## src/rtl/johnson_divider.sv

```systemverilog
`timescale 1ns/1ps
module johnson_divider #(
  parameter int STAGES = 5
) (
  input  logic                  clk,
  input  logic                  rst,
  input  logic                  inhibit,
  output logic [2*STAGES-1:0]   slot,
  output logic                  carry
);
  localparam int W = 2 * STAGES;

  logic [STAGES-1:0] ring;
  logic [STAGES-2:0] edges;
  logic              legal;
  logic [STAGES-1:0] ring_nxt;

  assign edges    = ring[STAGES-1:1] ^ ring[STAGES-2:0];
  assign legal    = (edges & (edges - 1'b1)) == '0;
  assign ring_nxt = legal ? {ring[STAGES-2:0], ~ring[STAGES-1]} : '0;

  always_ff @(posedge clk or posedge rst) begin
    if (rst)
      ring <= '0;
    else if (!inhibit)
      ring <= ring_nxt;
  end

  assign slot[0]      = ~ring[STAGES-1] & ~ring[0];
  assign slot[STAGES] =  ring[STAGES-1] &  ring[0];

  genvar k;
  generate
    for (k = 1; k < STAGES; k++) begin : g_dec
      assign slot[k]          =  ring[k-1] & ~ring[k];
      assign slot[STAGES + k] = ~ring[k-1] &  ring[k];
    end
  endgenerate

  assign carry = ~ring[STAGES-1];
endmodule


```

## config.mk

```make
export PLATFORM = sky130hd
export DESIGN_NAME = johnson_divider
export DESIGN_NICKNAME = d
export VERILOG_FILES = /design/src/rtl/johnson_divider.sv
export SDC_FILE = /design/constraint.sdc
export NUM_CORES = 1
export LEC_CHECK = 0
export BUFFER_PORTS_ARGS = -buffer_cell sky130_fd_sc_hd__buf_2
export CORE_AREA = 2 2 39 41
export DETAILED_ROUTE_END_ITERATION = 16
export DIE_AREA = 0 0 41 43
export GPL_TIMING_DRIVEN = 0
export PLACE_DENSITY = 0.53
export SETUP_SLACK_MARGIN = 0.02
export SYNTH_ARGS = -nofsm -noshare
export SYNTH_HDL_FRONTEND = slang
export SYNTH_SLANG_ARGS = --single-unit
```

## constraint.sdc

```tcl
create_clock -name clk -period 4.2 [get_ports clk]
set_input_delay 0.42 -clock clk [delete_from_list [all_inputs] [get_ports clk]]
set_output_delay 0.42 -clock clk [all_outputs]
set_load 0.01 [all_outputs]
```

* Word level (Yosys, flattened, before mapping)
Cells that the tools add are included.
Storage, ports and cells: register bits 5, logic and storage cells 21
Cells by class: muxes and demuxes 1, $add $sub $neg 1, reduce and logical (&&, ||, !) cells 1, bitwise gates (word level) 17
Operators with widths (number):
- AND 1 bit | 10
- two-way mux 5 bit | 1
- inverter 1 bit | 5
- AND 4 bit | 1
- logical NOT 4 bit | 1
- subtractor 4 x 1 -> 4 bit (second input constant) | 1
- XOR 4 bit | 1

* Depth between registers and ports, before layout
depth after elaboration 5, depth in mapped cells 5, gate-level depth less buffers 5

* Worst setup path after synthesis
No wires, ideal clock.
path kind register -> register, start reg ring[2], end reg ring[0], data required time 4075 ps, path slack 2754 ps, cell stages (with the launch flop) 6, arrival time 1321 ps, clock period less this slack 1446 ps, cell sequence dfrtp_1 > inv_1 > ha_1 > maj3_2 > a21oi_2 > nor2_1
Between the ends: cells in the longest elaborated chain, start to end 5
RTL lines:
- start, declared | RTL line 13 | logic [STAGES-1:0] ring;
- start signal, assigned | RTL line 26 | ring <= ring_nxt;
- XOR 4 bit (*) | RTL line 18 | assign edges = ring[STAGES-1:1] ^ ring[STAGES-2:0];
- subtractor 4 x 1 -> 4 bit | RTL line 19 | assign legal = (edges & (edges - 1'b1)) == '0;
- AND 4 bit (*) | RTL line 19
- logical NOT 4 bit (*) | RTL line 19
- two-way mux 5 bit (*) | RTL line 20 | assign ring_nxt = legal ? {ring[STAGES-2:0], ~ring[STAGES-1]} : '0;
Mark *: on every way between the ends. The rest lies on a longest branch, timed or not. A chain may end at the register's enable or synchronous reset.

* Final worst setup path
start reg ring[1], end reg ring[4]
The elaborated chain is that of the path after synthesis.

==> results.toml <==
[floorplan]
start_util_pct = 26.2
die_y_um = 43
fp-row-count = 14
die_area_mm2 = 0.00176
ios = 14
core_mm2 = 0.00138
die_x_um = 41

[worst_setup_path]
crit_type = "reg -> reg"
cp.required_ns = 4.31
worst_setup_path_start_kind = "flop"
cp-end-kind = "flop"
endpoint = "ring[4]"
r2r-end = "ring[4]"
reg2reg_depth = 5
worstPathArrival_ns = 1.69
r2r_start = "ring[1]"
crit_start = "ring[1]"
r2r_slack_ns = 2.62
worstPathMaxFanout = 5

[power]
p_switching_mw = 0.162
p_seq_share_pct = 28.4
power_mw = 0.363
switching_share_pct = 44.6
p_int_mw = 0.201
cellLeakagePower_nw = 0.269
power-per-cell-area_mw_per_mm2 = 773
p_clk_share_pct = 14.6
peakVddDrop_mv = 0.249
pwr-share-comb_pct = 57.0

[sta]
hold_viol_final = 0
fmax_mhz = 635
slew_headroom_pct = 85.7
finalSetupViolCount = 0
worst_pin_slew_ns = 0.214
min_period_ns = 1.58
finalMaxSlewViolations = 0
finClkSkew_ns = 0.000460
fin_crit_sh_pct = 37.5
rsz0062_at_grt = "no"
setup_tns_ns = 0
finalWorstSetupSlack_ns = 2.62
holdWs_ns = 0.0708

[clocking]
htree_levels = 1
cts_sinks = 5
postCtsHoldBufs = 0
cts_tree = "yes"
clk_latency_ns = 0.23
path_clk_slew_ns = 0.04
post_cts_resized = 0
cts_max_path_buffers = 2
root_buffer = "clkbuf_4"
cts_buffers = 3
postCtsSetupRepairBufs = 0

[detailed_routing]
drc_errors = 0
viasPerCell = 4.03
vias = 274
drt-total-wl_um = 627
first_pass_iters = 2
wl_per_cell_um = 9.22
drtIter0Drc = 1
ant_nets = 0

[finish]
n_fill_cell = 157
largest_reg_flops = 5
nNetsFinal = 64
drive_above_1_share_pct = 36.5
n_antenna_cell = 0
layout_commonest_cell = "buf_2"
layout_common_cells = "12 x buf_2, 8 x nor2_1, 8 x ha_1"
final_area_um2 = 469
area_growth_pct = 29.3
top_register = "ring"
largestRegisters = "ring (5)"

[placement]
pre_cts_slack_ns = 2.62
dpl.hpwl_um = 526
place_area_um2 = 443
gp_congestion = 0.586
port_buffers = 12

[grt]
grt_antenna_before_repair = 0
first_global_vias = 276
overflow = 0
grt_pass1_wl_um = 1080
grt_usage_pct = 9.20
grt_max_degree = 8

[synth]
yosysWarnings = 0
ys_seq_area_share_pct = 34.5
synth_top_area_cell = "dfrtp_1"
avgSynthCellArea_um2 = 10.1
synth_seq_cells = 5
netlist_area_um2 = 363
synthCells = 36
synth_top_area_share_pct = 34.5
synth_nets = 47
synth_cell_types = 10
ys_top_cells_by_area = "dfrtp_1 34%, ha_1 28%, mux2i_1 11%"

[run_status]
status = "completed"

[run]
maxCapViolCount = 0

[hold_path]
hold_path.class = "in -> async"
## power by group through the flow
stage | logic (mW) | registers (mW) | clock network (mW)
6_report | 0.207 | 0.103 | 0.0529
5_1_grt | 0.251 | 0.110 | 0.0573
4_1_cts | 0.212 | 0.105 | 0.0558
3_5_place_dp | 0.210 | 0.106 | 0
3_3_place_gp | 0.208 | 0.104 | 0
2_1_floorplan | 0.158 | 0.0939 | 0
## how the worst min path moves through the flow
stage	start	to	slack, ns	depth (start not counted)
floorplan	rst	ring[0]	0.20	1
global placement	rst	ring[2]	0.32	2
detailed placement	rst	ring[3]	0.32	2
CTS	rst	ring[2]	0.07	2
global route	rst	ring[2]	0.09	2
finish	rst	ring[2]	0.07	2
## per-layer routing
layer  global-route usage, %  routed length [um]
met1                    11.5                 279
met2                    13.8                 285
met3                    1.57                  61
met4                    6.00                   0
met5                       0                   0
## cells in the mapped netlist, drive strengths merged
| master | instances |
|---|---|
| a21oi | 2 |
| ha | 8 |
| mux2i | 4 |
| nor2 | 8 |
| buf | 1 |
| inv | 6 |
| dfrtp | 5 |
| a31o | 1 |
| maj3 | 1 |
## layout make-up
type,count,area (um^2),area share (%)
clock buffer,4,26.3,5.60
tap,16,20.0,4.27
multi-input combinational,24,204,43.5
buffer,1,11.3,2.40
sequential,5,125,26.7
timing repair buffer,12,60.1,12.8
inverter,6,22.5,4.80
## stage by stage
| stage | utilization [%] | cells |
|---|---|---|
| 3_3_place_gp | 32.0 | 64 |
| 4_1_cts | 33.9 | 68 |
| 2_1_floorplan | - | 36 |
| 5_1_grt | 33.9 | 68 |
| 6_report | 33.9 | 68 |
| 3_5_place_dp | 32.0 | 64 |
## logic make-up after synthesis
logic type | after synthesis | synth area share [%]
flip-flops | 5 | 34.5
AO/OA/AOI/OAI | 3 | 6.21
adder cells (fa/ha/maj) | 9 | 30.7
multiplexers | 4 | 11.0
AND/OR/NAND/NOR | 8 | 8.28
buffers and inverters | 7 | 9.31
## critical path, cell delays in order (launching register included)
cell	delay, ns
dfrtp_1	0.42
inv_1	0.08
ha_1	0.32
maj3_2	0.32
a21oi_2	0.23
nor2_1	0.08
(Power assumes the default switching activity.)
